File: src/rtl/alu_pkg.sv
package alu_pkg;

  typedef enum logic [3:0] {
    OP_ADD = 4'd0,
    OP_SUB = 4'd1,
    OP_AND = 4'd2,
    OP_OR  = 4'd3,
    OP_XOR = 4'd4,
    OP_NOT = 4'd5,
    OP_SHL = 4'd6,
    OP_SHR = 4'd7,
    OP_INC = 4'd8,
    OP_DEC = 4'd9
  } op_e;

  typedef enum logic [2:0] {
    SEL_ADD,
    SEL_AND,
    SEL_OR,
    SEL_XOR,
    SEL_NOT,
    SEL_SHL,
    SEL_SHR
  } res_sel_e;

  typedef struct packed {
    logic     legal;     // opcode is defined
    logic     b_en;      // pass stored B (else zeros)
    logic     b_inv;     // invert B path bitwise
    logic     cin_force; // adder carry-in from decode, not the flag
    logic     cin_val;   // forced carry-in value
    logic     carry_wr;  // operation writes the carry flag
    res_sel_e sel;       // result source
  } ctl_t;

endpackage

File: src/rtl/alu_opdecode.sv
module alu_opdecode
  import alu_pkg::*;
(
  input  logic [3:0] op,
  output ctl_t       ctl
);

  always_comb begin
    ctl = '{legal: 1'b1, b_en: 1'b1, b_inv: 1'b0, cin_force: 1'b0,
            cin_val: 1'b0, carry_wr: 1'b0, sel: SEL_ADD};
    case (op)
      OP_ADD: ctl.carry_wr = 1'b1;
      OP_SUB: begin
        ctl.b_inv    = 1'b1;
        ctl.carry_wr = 1'b1;
      end
      OP_AND: ctl.sel = SEL_AND;
      OP_OR:  ctl.sel = SEL_OR;
      OP_XOR: ctl.sel = SEL_XOR;
      OP_NOT: ctl.sel = SEL_NOT;
      OP_SHL: begin
        ctl.sel      = SEL_SHL;
        ctl.carry_wr = 1'b1;
      end
      OP_SHR: begin
        ctl.sel      = SEL_SHR;
        ctl.carry_wr = 1'b1;
      end
      OP_INC: begin
        ctl.b_en      = 1'b0;
        ctl.cin_force = 1'b1;
        ctl.cin_val   = 1'b1;
        ctl.carry_wr  = 1'b1;
      end
      OP_DEC: begin
        ctl.b_en      = 1'b0;
        ctl.b_inv     = 1'b1;
        ctl.cin_force = 1'b1;
        ctl.cin_val   = 1'b0;
        ctl.carry_wr  = 1'b1;
      end
      default: ctl.legal = 1'b0;
    endcase
  end

endmodule

File: src/rtl/alu_bpath.sv
module alu_bpath #(
  parameter int W = 8
) (
  input  logic [W-1:0] b_q,
  input  logic         b_en,
  input  logic         b_inv,
  output logic [W-1:0] b_eff
);

  // Per-bit gate followed by a controllable inverter (XOR).
  for (genvar i = 0; i < W; i++) begin : g_bit
    assign b_eff[i] = (b_q[i] & b_en) ^ b_inv;
  end

endmodule

File: src/rtl/alu_adder.sv
module alu_adder #(
  parameter int W = 8
) (
  input  logic [W-1:0] a,
  input  logic [W-1:0] b,
  input  logic         cin,
  output logic [W-1:0] sum,
  output logic         cout
);

  logic [W:0] total;

  assign total = {1'b0, a} + {1'b0, b} + {{W{1'b0}}, cin};
  assign sum   = total[W-1:0];
  assign cout  = total[W];

endmodule

File: src/rtl/alu_shift.sv
module alu_shift #(
  parameter int W = 8
) (
  input  logic [W-1:0] a,
  input  logic         cin,
  input  logic         right,
  output logic [W-1:0] res,
  output logic         cout
);

  always_comb begin
    if (right) begin
      res  = {cin, a[W-1:1]};
      cout = a[0];
    end else begin
      res  = {a[W-2:0], cin};
      cout = a[W-1];
    end
  end

endmodule

File: src/rtl/acc_alu.sv
module acc_alu
  import alu_pkg::*;
#(
  parameter int W = 8
) (
  input  logic         clk,
  input  logic         rst_n,
  input  logic [W-1:0] bus_in,
  input  logic         load_b,
  input  logic         exec,
  input  logic [3:0]   op,
  input  logic         carry_set,
  input  logic         carry_clr,
  input  logic         res_oe,
  output logic [W-1:0] bus_out,
  output logic         zero_flag,
  output logic         carry_flag
);

  logic [W-1:0] b_q, res_q, b_eff, sum, sh_res, res_d;
  logic         carry_q, zero_q, cin_eff, add_cin, add_cout, sh_cout, cout_d;
  ctl_t         ctl;

  // Effective carry: clear wins over set, otherwise the held flag.
  assign cin_eff = carry_clr ? 1'b0 : (carry_set ? 1'b1 : carry_q);
  assign add_cin = ctl.cin_force ? ctl.cin_val : cin_eff;

  alu_opdecode u_dec (.op(op), .ctl(ctl));

  alu_bpath #(.W(W)) u_bpath (
    .b_q(b_q), .b_en(ctl.b_en), .b_inv(ctl.b_inv), .b_eff(b_eff)
  );

  alu_adder #(.W(W)) u_add (
    .a(bus_in), .b(b_eff), .cin(add_cin), .sum(sum), .cout(add_cout)
  );

  alu_shift #(.W(W)) u_shift (
    .a(bus_in), .cin(cin_eff), .right(ctl.sel == SEL_SHR),
    .res(sh_res), .cout(sh_cout)
  );

  always_comb begin
    cout_d = add_cout;
    case (ctl.sel)
      SEL_AND: res_d = bus_in & b_q;
      SEL_OR:  res_d = bus_in | b_q;
      SEL_XOR: res_d = bus_in ^ b_q;
      SEL_NOT: res_d = ~bus_in;
      SEL_SHL, SEL_SHR: begin
        res_d  = sh_res;
        cout_d = sh_cout;
      end
      default: res_d = sum;
    endcase
  end

  always_ff @(posedge clk) begin
    if (!rst_n) begin
      b_q     <= '0;
      res_q   <= '0;
      zero_q  <= 1'b0;
      carry_q <= 1'b0;
    end else begin
      if (load_b) b_q <= bus_in;
      if (exec && ctl.legal) begin
        res_q   <= res_d;
        zero_q  <= (res_d == '0);
        carry_q <= ctl.carry_wr ? cout_d : cin_eff;
      end else begin
        carry_q <= cin_eff;
      end
    end
  end

  assign bus_out    = res_oe ? res_q : '0;
  assign zero_flag  = zero_q;
  assign carry_flag = carry_q;

endmodule

File: config.mk
export PLATFORM = sky130hd
export DESIGN_NAME = acc_alu
export DESIGN_NICKNAME = d
export VERILOG_FILES = /design/src/rtl/alu_pkg.sv /design/src/rtl/alu_opdecode.sv /design/src/rtl/alu_bpath.sv /design/src/rtl/alu_adder.sv /design/src/rtl/alu_shift.sv /design/src/rtl/acc_alu.sv
export SDC_FILE = /design/constraint.sdc
export NUM_CORES = 1
export LEC_CHECK = 0
export BUFFER_PORTS_ARGS = -buffer_cell sky130_fd_sc_hd__buf_2
export CAP_MARGIN = 25
export CORE_MARGIN = 2
export CORE_UTILIZATION = 38
export CTS_CLUSTER_SIZE = 8
export DETAILED_ROUTE_END_ITERATION = 10
export GPL_ROUTABILITY_DRIVEN = 0
export PLACE_DENSITY = 0.71
export SYNTH_ARGS = -nofsm -noshare
export SYNTH_HDL_FRONTEND = slang
export SYNTH_SLANG_ARGS = --single-unit
File: constraint.sdc
create_clock -name clk -period 3 [get_ports clk]
set_input_delay 0.15 -clock clk [delete_from_list [all_inputs] [get_ports clk]]
set_output_delay 0.15 -clock clk [all_outputs]
set_load 0.01 [all_outputs]
After elaboration in Yosys (flattened, before gate mapping)

Index checks and enable logic that the tools add are counted.

Flip-flop bits (word level): 18
Input bits: 19
Output and inout port bits: 10
Logic and storage cells: 65

Add/sub/neg operators: 2
Eq/ne operators: 15
Mux-type cells: 16
Bitwise gates (word level): 20
Reduce and logical (&&, ||, !) cells: 8

Operator list:

| kind               | number |
|---|---|
| $pmux 8 s5         | 1 |
| $pmux 3 s6         | 1 |
| $eq 4x3->1 const B | 4 |
| $mux 8             | 2 |
| $mux 1             | 11 |
| $reduce_or 10->1   | 1 |
| $add 8x8->9        | 1 |
| $add 9x1->9        | 1 |
| $eq 3x3->1 const B | 3 |
| $and 1x1->1        | 8 |
| $and 8x8->8        | 1 |
| $eq 4x2->1 const B | 2 |
| $eq 4x4->1 const B | 2 |
| $logic_not 8->1    | 1 |
| $not 8->8          | 1 |
| $or 8x8->8         | 1 |
| $xor 1x1->1        | 8 |
| $xor 8x8->8        | 1 |
| $eq 3x2->1 const B | 2 |
| $reduce_or 2->1    | 3 |
| $reduce_or 6->1    | 1 |
| $eq 4x1->1 const B | 1 |
| $logic_not 4->1    | 1 |
| $pmux 2 s2         | 1 |
| 2 further kinds    | 2 |

Logic depth before layout (Yosys ltp)

Gate-level depths: netlist of the first run.

Depth in word-level cells: 10
Gate-level depth with buffers: 14
Depth with buffers taken out: 11

Cells and area by module

A second synthesis of the first run with hierarchy kept.

Cells, all modules: 271
Area total of the unflattened synthesis: 2203.4 µm²

Modules (own cells, without submodules):

| module       | times used | cells an instance | area each (µm²) | sequential area each (µm²) |
|---|---|---|---|---|
| acc_alu      | 1          | 189               | 1540.2          | 360.3 |
| alu_adder    | 1          | 38                | 312.8           | 0.0 |
| alu_shift    | 1          | 10                | 146.4           | 0.0 |
| alu_bpath    | 1          | 18                | 110.1           | 0.0 |
| alu_opdecode | 1          | 16                | 93.8            | 0.0 |

Least setup slack after synthesis of the first run

No wires, ideal clock.

Path kind: in2reg
From: in op[1]
To: reg zero_q, in the netlist zero_flag
Library setup time: 0.128 ns
Arrival: 2.829 ns
Required time: 2.872 ns
Setup slack: 0.043 ns
Cell stages on the path: 14
Buffers on the path: 3
Path through: buf_4 > buf_2 > nor2_1 > and2_1 > clkbuf_1 > o22ai_1 > fa_1 > fa_1 > nand2b_1 > a21oi_1 > nor2_1 > nor4_1 > nand2b_1 > o32ai_2

Longest elaborated chain between the ends: 9
Elaborated cells between the ends (all ways): 48
Classes of those cells: add/sub: 2; eq/ne: 15; mux: 8; bitwise: 16; reduce/logical: 7

Ends and longest elaborated chain:

| element                   | RTL line           | source |
|---|---|---|
| start, declared           | acc_alu.sv:11      | `input logic [3:0] op,` |
| $eq 4x4->1                | alu_opdecode.sv:11 | `case (op)` |
| $reduce_or 2->1 (no line) | --                 |  |
| $mux 1                    | alu_opdecode.sv:11 |  |
| $and 1x1->1               | alu_bpath.sv:12    | `assign b_eff[i] = (b_q[i] & b_en) ^ b_inv;` |
| $xor 1x1->1               | alu_bpath.sv:12    |  |
| $add 8x8->9               | alu_adder.sv:13    | `assign total = {1'b0, a} + {1'b0, b} + {{W{1'b0}}, cin};` |
| $add 9x1->9               | alu_adder.sv:13    |  |
| $pmux 8 s5                | acc_alu.sv:45      | `case (ctl.sel)` |
| $logic_not 8->1           | acc_alu.sv:68      | `zero_q <= (res_d == '0);` |
| end signal, assigned      | acc_alu.sv:68      |  |
| end, declared             | acc_alu.sv:21      | `logic carry_q, zero_q, cin_eff, add_cin, add_cout, sh_cout, cout_d;` |

Parallel ways exist; a longest one is shown, timed or not.
A chain may end at the register's enable or synchronous reset.

Worst setup path in the final report of the first run

From: reg carry_q, in the netlist carry_flag
To: reg carry_q, in the netlist carry_flag

Longest elaborated chain between the ends: 7

Ends and longest elaborated chain:

| element                 | RTL line        | source |
|---|---|---|
| start, declared         | acc_alu.sv:21   |  |
| start signal, assigned  | acc_alu.sv:69   | `carry_q <= ctl.carry_wr ? cout_d : cin_eff;` |
| start signal, assigned  | acc_alu.sv:71   | `carry_q <= cin_eff;` |
| $mux 1 (*) (2 in a row) | acc_alu.sv:25   | `assign cin_eff = carry_clr ? 1'b0 : (carry_set ? 1'b1 : carry_q);` |
| $mux 1                  | acc_alu.sv:26   | `assign add_cin = ctl.cin_force ? ctl.cin_val : cin_eff;` |
| $add 9x1->9             | alu_adder.sv:13 |  |
| $mux 1                  | acc_alu.sv:45   |  |
| $mux 1                  | acc_alu.sv:69   |  |
| $mux 1 (*)              | acc_alu.sv:66   | `if (exec && ctl.legal) begin` |

Mark *: on every way between the ends. The rest lies on a longest branch, timed or not.

==> run summary, run 1 <==
Logic synthesis
* 0 — FFs w/ async S/R, synth
* 0.1675 — post-synthesis sequential area ratio
* 0 — warning count from the yosys run
* 0.1675 — share of Yosys cell area claimed by the top area cell type
* 272 — synthesized netlist cell count
* sky130_fd_sc_hd__dfxtp_1 17%, sky130_fd_sc_hd__ha_1 13%, sky130_fd_sc_hd__mux2i_1 7.4%, sky130_fd_sc_hd__nor2b_1 4.4%, sky130_fd_sc_hd__a21oi_1 4.2% — synth top area cells
* 316 — total nets after synthesis
* 18 — Yosys reg bits
* 0 — Post-synth EDFFs
* 7.907 um^2 — mean post-synth cell area
* sky130_fd_sc_hd__dfxtp_1 — library cell with the largest summed area after synthesis
* sky130_fd_sc_hd__dfxtp_1 — most used flip-flop cell after synthesis
* 59 — synth unique cells
* 2151 um^2 — Post-Synthesis Cell Area

Power
* 248.1 uV — worst vdd ir
* 335.6 nW/um^2 — pwr/cell area
* 0.3654 — switching share of total power
* 297.0 uW — switching power of the nets
* 1.116 nW — leakage power
* 812.8 uW — Final Total Pwr
* 0.396 — Gate power share
* 515.8 uW — Pint
* 0.332 — part of the total power dissipated in sequential elements
* 0.273 — clock share of power

Route
* 15.83 um — routed len/inst
* 0 — remaining design rule violation count
* 0 — final antenna-violating net count
* 2083 — total number of vias
* 4 — router iterations before antenna repair
* 216 — drt initial violations
* 5.660 — vias per cell
* 5827 um — total length of routed wires

Job
* 0 — max-cap violations

Timing
* 0 — total count of max-transition violations in the final report
* 0.2288 ns — worst-case setup margin in the final layout
* 0.9237 — final worst-path cycle share
* 0 — Fin. Hold Viols
* 360.9 MHz — achievable clock frequency
* 0 — # setup viols final
* 0.6974 ns — transition time at the pin with the least slew margin
* no — RSZ-0062 raised after global routing
* 0.01428 ns — Clock Skews
* 2.771 ns — Period minus WS final
* 0.2043 ns — final-layout worst hold slack
* 0.5340 — worst rel slew slack
* 0 ns — total negative slack

Placed design
* 4271 um — HPWL after DPL
* 0.1454 ns — Setup Slack @ Placement
* 28 — I/O Buffers

CTS
* sky130_fd_sc_hd__clkbuf_8 — clock root buffer
* 18 — CTS sink cnt
* 0.27 ns — clock latency reported for the late side of the worst-skew pair
* built — CTS tree
* 0.07 ns — Clk pin slew, worst setup/hold paths
* 1 — H-tree level count
* 3 — CTS Buf Count
* 2 — maximum clock insertion buffer count

Cells and area
* 554 — # fillers
* 341 — # nets final
* 0.1926 — fraction of final layout cells sized beyond drive strength 1
* 12.62% — Area growth, synth to finish
* 0 — antenna cell count

Worst hold path
* exec — Hold Path Origin
* in -> reg — worst min-delay path class

GRT
* 0 — initial antenna violation count
* 0.1952 — All-Layer GR Usage
* 1954 — via count of the first global-routing pass
* 22 — pin count of the biggest net entering global routing
* 9625 um — global-route wire length before repair
* 0 — overall overflow remaining after global route

Floorplan
* 79.24 um — Die Span X
* 79.24 um — Chip Height
* 6278 um^2 — Die Outline Area
* 0.3930 — effective utilization at floorplan
* 5473 um^2 — Core ar.
* 29 — Ports
* 27 — num rows

Setup path
* 3.16 ns — data required time at the worst endpoint
* register — nature of the critical path endpoint
* register — crit path launch type
* carry_flag$_SDFF_PN0_ — reg2reg start
* carry_flag$_SDFF_PN0_ — source of the critical timing path
* 2.93 ns — arrival time of the worst setup path
* reg -> reg — Crit Path Class
* 4 — maximum fanout encountered on the critical timing path

Status
* finished clean — status

[cell usage in the layout (no fill, tap or decap), types with 3 or more instances in the layout]
cell	count
sky130_fd_sc_hd__a21oi_1	17
sky130_fd_sc_hd__and2_1	12
sky130_fd_sc_hd__buf_2	28
sky130_fd_sc_hd__buf_4	8
sky130_fd_sc_hd__clkbuf_8	4
sky130_fd_sc_hd__dfxtp_1	18
sky130_fd_sc_hd__ha_1	23
sky130_fd_sc_hd__inv_1	24
sky130_fd_sc_hd__mux2i_1	16
sky130_fd_sc_hd__nand2_1	16
sky130_fd_sc_hd__nand2b_1	6
sky130_fd_sc_hd__nor2_1	16
sky130_fd_sc_hd__nor2b_1	15
sky130_fd_sc_hd__nor3_1	6
sky130_fd_sc_hd__nor3b_1	5
sky130_fd_sc_hd__o211a_1	3
sky130_fd_sc_hd__o211ai_1	3
sky130_fd_sc_hd__o21a_1	3
sky130_fd_sc_hd__o21ai_0	14
sky130_fd_sc_hd__o21bai_1	3
sky130_fd_sc_hd__o22a_1	7
sky130_fd_sc_hd__o22ai_1	3
sky130_fd_sc_hd__or3_1	3
[per-layer routing]
metal | vias up | wire length [um] | global-route usage
met5 | - | 0 | 0
met4 | 0 | 212 | 0.09483
met3 | 21 | 223 | 0.02614
met2 | 55 | 2782 | 0.3034
met1 | 988 | 2608 | 0.2651
li1 | 1019 | - | -
[cell families after synthesis]
logic type                 Yosys count  synth area share
DFF                                 18            0.1675
buffers and inverters               40           0.07795
AOI/OAI and AO/OA                   78            0.2664
muxes                               19           0.09540
xor gates and xnor gates             1          0.004073
adders and majority gates           25            0.1524
and+or+nand+nor                     91            0.2362
[layout make-up]
class,instances,area [um^2],area share
Timing Repair Buffer,36,200.2,0.08264
Multi-Input combinational cell,214,1627,0.6715
Sequential cell,18,360.3,0.1488
Clock buffer,4,55.05,0.02273
Inverter,24,90.09,0.03719
Tap cell,72,90.09,0.03719
[Yosys cell counts, types with 2 or more instances]
| cell type | number |
|---|---|
| sky130_fd_sc_hd__a21o_1 | 2 |
| sky130_fd_sc_hd__a21oi_1 | 18 |
| sky130_fd_sc_hd__and2_1 | 12 |
| sky130_fd_sc_hd__buf_2 | 7 |
| sky130_fd_sc_hd__buf_4 | 2 |
| sky130_fd_sc_hd__clkbuf_1 | 5 |
| sky130_fd_sc_hd__dfxtp_1 | 18 |
| sky130_fd_sc_hd__fa_1 | 2 |
| sky130_fd_sc_hd__ha_1 | 23 |
| sky130_fd_sc_hd__inv_1 | 24 |
| sky130_fd_sc_hd__mux2_2 | 2 |
| sky130_fd_sc_hd__mux2i_1 | 16 |
| sky130_fd_sc_hd__nand2_1 | 16 |
| sky130_fd_sc_hd__nand2b_1 | 6 |
| sky130_fd_sc_hd__nand3b_1 | 2 |
| sky130_fd_sc_hd__nor2_1 | 16 |
| sky130_fd_sc_hd__nor2b_1 | 15 |
| sky130_fd_sc_hd__nor3_1 | 6 |
| sky130_fd_sc_hd__nor3b_1 | 5 |
| sky130_fd_sc_hd__o2111a_1 | 2 |
| sky130_fd_sc_hd__o2111ai_1 | 2 |
| sky130_fd_sc_hd__o211a_1 | 3 |
| sky130_fd_sc_hd__o211ai_1 | 3 |
| sky130_fd_sc_hd__o21a_1 | 3 |
| sky130_fd_sc_hd__o21ai_0 | 14 |
| sky130_fd_sc_hd__o21bai_1 | 3 |
| sky130_fd_sc_hd__o22a_1 | 7 |
| sky130_fd_sc_hd__o22ai_1 | 3 |
| sky130_fd_sc_hd__o311a_2 | 2 |
| sky130_fd_sc_hd__or2_2 | 2 |
| sky130_fd_sc_hd__or3_1 | 3 |
[through the flow]
stage | utilization | cells | cell area [um^2]
floorplan | - | 272 | 2151
global placement | 0.4319 | 364 | 2364
detailed placement | 0.4319 | 364 | 2364
CTS | 0.4419 | 368 | 2419
global route | 0.4426 | 368 | 2422
finish | 0.4426 | 368 | 2422
[critical path: stages, from the launching register on]
cell and delay (ns):
sky130_fd_sc_hd__dfxtp_1 0.33, sky130_fd_sc_hd__o21bai_1 0.13, sky130_fd_sc_hd__mux2_2 0.31, sky130_fd_sc_hd__fa_1 0.40, sky130_fd_sc_hd__fa_1 0.41, sky130_fd_sc_hd__nand2b_1 0.19
sky130_fd_sc_hd__a21oi_2 0.22, sky130_fd_sc_hd__o21a_1 0.14, sky130_fd_sc_hd__o21a_1 0.10, sky130_fd_sc_hd__o21ai_0 0.13, sky130_fd_sc_hd__a221oi_1 0.30
[power groups by stage]
stage,clock (mW),sequential [mW],combinational (mW)
2_1_floorplan,0,0.271,0.232
5_1_grt,0.237,0.273,0.358
3_3_place_gp,0,0.274,0.309
6_report,0.222,0.270,0.322
4_1_cts,0.229,0.270,0.318
3_5_place_dp,0,0.275,0.314
[state kept, by name, indices dropped and copies added, names as in the netlist]
signal,count
res_q,8
b_q,8
zero_flag,1
carry_flag,1
[final timing paths]
path	slack, ns	cells after the start	end
worst max-delay path	0.23	10	carry_flag$_SDFF_PN0_
worst min-delay path	0.20	3	carry_flag$_SDFF_PN0_
worst max register to register	0.23	10	carry_flag$_SDFF_PN0_
worst min register to register	0.50	2	res_q[7]$_SDFFE_PN0P_
[repair_timing]
item                                    in CTS  in global routing
gates resized for setup                      0                  1
setup buffers                                0                  0
endpoints found under the setup margin       0                  1
hold buffers                                 0                  0
(Power assumes the default switching activity.)
==> run 2: changes to the inputs <==
MAX_ROUTING_LAYER = met4   (was unset)
==> run summary, run 2 (synthesis gave the netlist of run 1 again) <==
Status
* finished clean — status

Setup path
* register — nature of the critical path endpoint
* 0 — combined buffer and inverter count along the critical path
* sky130_fd_sc_hd__fa_1 — slowest CP cell
* compound AO/OA/AOI/OAI gates — largest delay contributor family on the critical path
* 4 — maximum fanout encountered on the critical timing path
* o21bai_1, mux2_2, fa_1, fa_1, nand2b_1, a21oi_2, o21a_1, o21a_1, o21ai_0, a221oi_1 — worst path cell trace
* 2.92 ns — arrival time of the worst setup path
* 0.41 ns — Largest stage delay, worst path
* 3.16 ns — data required time at the worst endpoint
* 10 — stages on the worst setup path
* register — crit path launch type
* reg -> reg — Crit Path Class
* 10 — cells on worst reg2reg path

Floorplan
* 0.3930 — effective utilization at floorplan
* 79.24 um — Chip Height
* 5473 um^2 — Core ar.
* 6278 um^2 — Die Outline Area
* 27 — num rows
* 79.24 um — Die Span X
* 29 — Ports

CTS
* 1 — H-tree level count
* 0.07 ns — Clk pin slew, worst setup/hold paths
* 18 — CTS sink cnt
* sky130_fd_sc_hd__clkbuf_8 — clock root buffer
* 0 — CTS Hold Buffers Added
* 2 — maximum clock insertion buffer count
* 0.28 ns — clock latency reported for the late side of the worst-skew pair
* 0 — buffers inserted during post-CTS setup optimization
* built — CTS tree
* 0 — Resized Gates After CTS
* 3 — CTS Buf Count

GRT
* 0.2004 — All-Layer GR Usage
* 1949 — via count of the first global-routing pass
* 9625 um — global-route wire length before repair
* 22 — pin count of the biggest net entering global routing
* 0 — overall overflow remaining after global route
* 0 — initial antenna violation count

Timing
* 0 — # setup viols final
* no — RSZ-0062 raised after global routing
* 0.5414 — worst rel slew slack
* 0 — total count of max-transition violations in the final report
* 2.764 ns — Period minus WS final
* 0.9212 — final worst-path cycle share
* 0.01771 ns — Clock Skews
* 0.6864 ns — transition time at the pin with the least slew margin
* 0 ns — total negative slack
* 0 — Fin. Hold Viols
* 361.8 MHz — achievable clock frequency

Route
* 5.701 — vias per cell
* 4 — router iterations before antenna repair
* 15.76 um — routed len/inst
* 2098 — total number of vias
* 0 — final antenna-violating net count
* 234 — drt initial violations
* 5799 um — total length of routed wires
* 0 — remaining design rule violation count

Cells and area
* 12.62% — Area growth, synth to finish
* 341 — # nets final
* b_q (8), res_q (8) — Regs by FF count
* 28 x sky130_fd_sc_hd__buf_2, 24 x sky130_fd_sc_hd__inv_1, 23 x sky130_fd_sc_hd__ha_1 — commonest cells after routing, fill and taps aside
* sky130_fd_sc_hd__buf_2 — most frequent standard cell in the layout excluding fill and tap cells
* 0.1926 — fraction of final layout cells sized beyond drive strength 1
* 0 — antenna cell count

Power
* 1.116 nW — leakage power
* 515.8 uW — Pint
* 814.1 uW — Final Total Pwr
* 0.274 — clock share of power
* 336.1 nW/um^2 — pwr/cell area
* 251.7 uV — worst vdd ir
* 0.331 — part of the total power dissipated in sequential elements
* 298.3 uW — switching power of the nets
* 0.395 — Gate power share
* 0.3664 — switching share of total power

Job
* 0 — max-cap violations

Worst hold path
* 3 — number of cells traversed by the worst hold path
* in -> reg — worst min-delay path class

Placed design
* 28 — I/O Buffers
* 4271 um — HPWL after DPL

[run 2: cell counts in the layout (fill, tap and decap cells not counted)]
Identical to the previous run, type by type.
[run 2: path summary, 6_finish.rpt]
| check | start | to | slack [ns] |
|---|---|---|---|
| worst max register to register | carry_flag$_SDFF_PN0_ | carry_flag$_SDFF_PN0_ | 0.24 |
| worst min-delay path | exec | carry_flag$_SDFF_PN0_ | 0.20 |
| worst max-delay path | carry_flag$_SDFF_PN0_ | carry_flag$_SDFF_PN0_ | 0.24 |
| worst min register to register | res_q[7]$_SDFFE_PN0P_ | res_q[7]$_SDFFE_PN0P_ | 0.49 |
[run 2: worst register-to-register path: stages (launching register included)]
cell	delay (ns)
sky130_fd_sc_hd__dfxtp_1	0.33
sky130_fd_sc_hd__o21bai_1	0.13
sky130_fd_sc_hd__mux2_2	0.31
sky130_fd_sc_hd__fa_1	0.40
sky130_fd_sc_hd__fa_1	0.41
sky130_fd_sc_hd__nand2b_1	0.19
sky130_fd_sc_hd__a21oi_2	0.22
sky130_fd_sc_hd__o21a_1	0.15
sky130_fd_sc_hd__o21a_1	0.10
sky130_fd_sc_hd__o21ai_0	0.13
sky130_fd_sc_hd__a221oi_1	0.29
[run 2: cell type report]
class | count | area, um^2
clock buffers | 4 | 55.05
fillers | 554 | 3050
well taps | 72 | 90.09
inverters | 24 | 90.09
repair buffers | 36 | 200.2
multi-input cells | 214 | 1627
flip-flops and latches | 18 | 360.3
[run 2: through the flow]
step                instance area [um^2]  cells  worst slack (ns)    util  hold slack, ns
detailed placement                  2364    364            0.1454  0.4319          0.4761
global route                        2422    368           0.07095  0.4426          0.2255
CTS                                 2419    368            0.1686  0.4419          0.1896
floorplan                           2151    272           0.04317       -          0.3198
global placement                    2364    364            0.2123  0.4319          0.4633
finish                              2422    368            0.2363  0.4426          0.1982
[run 2: metal layers]
| layer | up-vias | global-route usage | wire length (um) |
|---|---|---|---|
| met4 | 0 | 0.09483 | 229 |
| li1 | 1018 | - | - |
| met2 | 79 | 0.3034 | 2708 |
| met5 | - | - | 0 |
| met3 | 27 | 0.02614 | 280 |
| met1 | 974 | 0.2651 | 2580 |
[run 2: power groups by stage]
| stage | clock (mW) | combinational [mW] | sequential, mW |
|---|---|---|---|
| 2_1_floorplan | 0 | 0.232 | 0.271 |
| 3_3_place_gp | 0 | 0.309 | 0.274 |
| 3_5_place_dp | 0 | 0.314 | 0.275 |
| 4_1_cts | 0.229 | 0.318 | 0.270 |
| 5_1_grt | 0.237 | 0.358 | 0.273 |
| 6_report | 0.223 | 0.321 | 0.270 |
==> run 3: changes to the inputs <==
ABC_AREA = 1   (was unset)
==> run summary, run 3 <==
CTS
* 0.08 ns — Clk pin slew, worst setup/hold paths
* 0 — Resized Gates After CTS
* built — CTS tree
* 2 — maximum clock insertion buffer count
* 0 — CTS Hold Buffers Added
* 1 — H-tree level count
* 0.26 ns — clock latency reported for the late side of the worst-skew pair
* 0 — buffers inserted during post-CTS setup optimization
* 3 — CTS Buf Count
* sky130_fd_sc_hd__clkbuf_8 — clock root buffer
* 18 — CTS sink cnt

Setup path
* 2 — combined buffer and inverter count along the critical path
* buf_2, nor2_4, nand2_1, a32o_1, fa_1, fa_1, inv_1, nand3_1, nand3_1, a21oi_1, nor2_1, nand2_1, nor2_1, nand2_1, a21oi_2 — worst path cell trace
* sky130_fd_sc_hd__nand2_1 — Most Frequent Cell on Critical Path
* zero_flag$_SDFFE_PN0P_ — capturing point of the worst reg2reg path
* 9 — maximum fanout encountered on the critical timing path
* in -> reg — Crit Path Class
* 3.20 ns — data required time at the worst endpoint
* carry_flag$_SDFF_PN0_ — reg2reg start
* 2.67 ns — arrival time of the worst setup path
* 15 — stages on the worst setup path
* sky130_fd_sc_hd__fa_1 — slowest CP cell
* 0.55 ns — slack of the worst reg-to-reg path
* primary input — crit path launch type
* register — nature of the critical path endpoint
* zero_flag$_SDFFE_PN0P_ — capture point of the critical path
* simple AND/OR/NAND/NOR gates — largest delay contributor family on the critical path
* 0.43 ns — Largest stage delay, worst path
* op[1] — source of the critical timing path
* 13 — cells on worst reg2reg path

Placed design
* 4271 um — HPWL after DPL
* 2246 um^2 — cell area reported after detailed placement
* 433 — total instance count after detailed placement
* 28 — I/O Buffers
* 0.2921 ns — Setup Slack @ Placement

Route
* 0 — final antenna-violating net count
* 12.57 um — routed len/inst
* 5494 um — total length of routed wires
* 177 — drt initial violations
* 6 — router iterations before antenna repair
* 2187 — total number of vias
* 0 — remaining design rule violation count
* 5.005 — vias per cell

Logic synthesis
* 341 — synthesized netlist cell count
* 385 — total nets after synthesis
* sky130_fd_sc_hd__nand2_1 19%, sky130_fd_sc_hd__dfxtp_1 17%, sky130_fd_sc_hd__ha_1 14%, sky130_fd_sc_hd__inv_1 11%, sky130_fd_sc_hd__nand3_1 7.3% — synth top area cells
* sky130_fd_sc_hd__dfxtp_1 — most used flip-flop cell after synthesis
* 0.1910 — share of Yosys cell area claimed by the top area cell type
* 0 — Post-synth EDFFs
* sky130_fd_sc_hd__nand2_1 — library cell with the largest summed area after synthesis
* 6.051 um^2 — mean post-synth cell area
* 29 — synth unique cells
* 18 — Yosys reg bits
* sky130_fd_sc_hd__nand2_1 — most common cell in the synthesized netlist
* 105 x sky130_fd_sc_hd__nand2_1, 62 x sky130_fd_sc_hd__inv_1, 30 x sky130_fd_sc_hd__nand3_1 — most numerous cell types in the synthesized netlist
* 0 — warning count from the yosys run
* 0.1747 — post-synthesis sequential area ratio
* 2063 um^2 — Post-Synthesis Cell Area
* 0 — FFs w/ async S/R, synth

Cells and area
* 412 — # nets final
* sky130_fd_sc_hd__nand2_1 — most frequent standard cell in the layout excluding fill and tap cells
* 105 x sky130_fd_sc_hd__nand2_1, 62 x sky130_fd_sc_hd__inv_1, 30 x sky130_fd_sc_hd__nand3_1 — commonest cells after routing, fill and taps aside
* 437 — Post-Layout Cell Count
* 0 — antenna cell count
* 0.1281 — fraction of final layout cells sized beyond drive strength 1
* 11.52% — Area growth, synth to finish
* 2301 um^2 — final non-filler cell area
* b_q (8), res_q (8) — Regs by FF count

Timing
* 2.465 ns — Period minus WS final
* no — RSZ-0062 raised after global routing
* 0.5346 ns — worst-case setup margin in the final layout
* 0 — total count of max-transition violations in the final report
* 0.8218 — final worst-path cycle share
* 0 ns — total negative slack
* 0 — Fin. Hold Viols
* 0.01082 ns — Clock Skews
* 0 — # setup viols final
* 0.5446 — worst rel slew slack
* 405.6 MHz — achievable clock frequency
* 0.6806 ns — transition time at the pin with the least slew margin

Status
* finished clean — status

GRT
* 0.02093 — met3 global-route usage
* 0 — overall overflow remaining after global route
* 0.3276 — met2 Track Usage GR
* met2 — most used routing layer in global routing
* 2081 — via count of the first global-routing pass
* 22 — pin count of the biggest net entering global routing
* 0.2621 — met1 track demand over resource in global routing
* 9563 um — global-route wire length before repair
* 0 — initial antenna violation count
* 0.1992 — All-Layer GR Usage

Worst hold path
* 3 — number of cells traversed by the worst hold path
* in -> reg — worst min-delay path class

Floorplan
* 77.69 um — Die Span X
* 0.3989 — effective utilization at floorplan
* 5172 um^2 — Core ar.
* 26 — num rows
* 77.69 um — Chip Height
* 29 — Ports
* 6035 um^2 — Die Outline Area

Power
* 343.3 nW/um^2 — pwr/cell area
* 238.4 uV — worst vdd ir
* 789.8 uW — Final Total Pwr
* 1.313 nW — leakage power

Job
* 0 — max-cap violations

## run 3: how the worst min path moves through the flow
stage	slack (ns)	end	from
detailed placement	0.48	b_q[7]$_SDFFE_PN0P_	bus_in[7]
finish	0.21	b_q[7]$_SDFFE_PN0P_	bus_in[7]
CTS	0.21	b_q[7]$_SDFFE_PN0P_	bus_in[7]
floorplan	0.29	carry_flag$_SDFF_PN0_	rst_n
global route	0.23	b_q[7]$_SDFFE_PN0P_	bus_in[7]
global placement	0.47	zero_flag$_SDFFE_PN0P_	zero_flag$_SDFFE_PN0P_
## run 3: area by class of cell
type                       count  area, um^2
tap                           70       87.58
multi-input combinational    251        1403
clock buffer                   4       55.05
fill                         515        2872
timing repair buffer          30       155.1
inverter                      64       240.2
sequential                    18       360.3
## run 3: power by group
group          leakage, nW  switching, mW  internal [mW]  total (mW)
Sequential           0.149         0.0133          0.257       0.270
Clock               0.0288         0.0944          0.117       0.211
Combinational         1.13          0.196          0.112       0.308
## run 3: cell families (layout without fill, tap and decap cells)
group	Yosys count	count (layout)	synth area share
xor gates and xnor gates	8	8	0.03396
AOI/OAI and AO/OA	51	51	0.1449
adders and majority gates	25	25	0.1589
buffers and inverters	72	98	0.1455
DFF	18	18	0.1747
and+or+nand+nor	167	167	0.3420
## run 3: metal layers
metal  vias to the layer above  share of wire
met5                         -              0
met4                         0          0.014
met3                         8          0.046
met2                        64           0.47
met1                       996           0.47
li1                       1119              -
## run 3: tightest hold or removal path: stages
cell and delay [ns]:
sky130_fd_sc_hd__buf_2 0.13, sky130_fd_sc_hd__inv_1 0.08, sky130_fd_sc_hd__a21oi_1 0.06
## run 3: through the flow
step           hold slack, ns    util
2_1_floorplan          0.2883       -
5_1_grt                0.2283  0.4448
6_report               0.2094  0.4448
3_5_place_dp           0.4802  0.4342
3_3_place_gp           0.4695  0.4342
4_1_cts                0.2052  0.4448
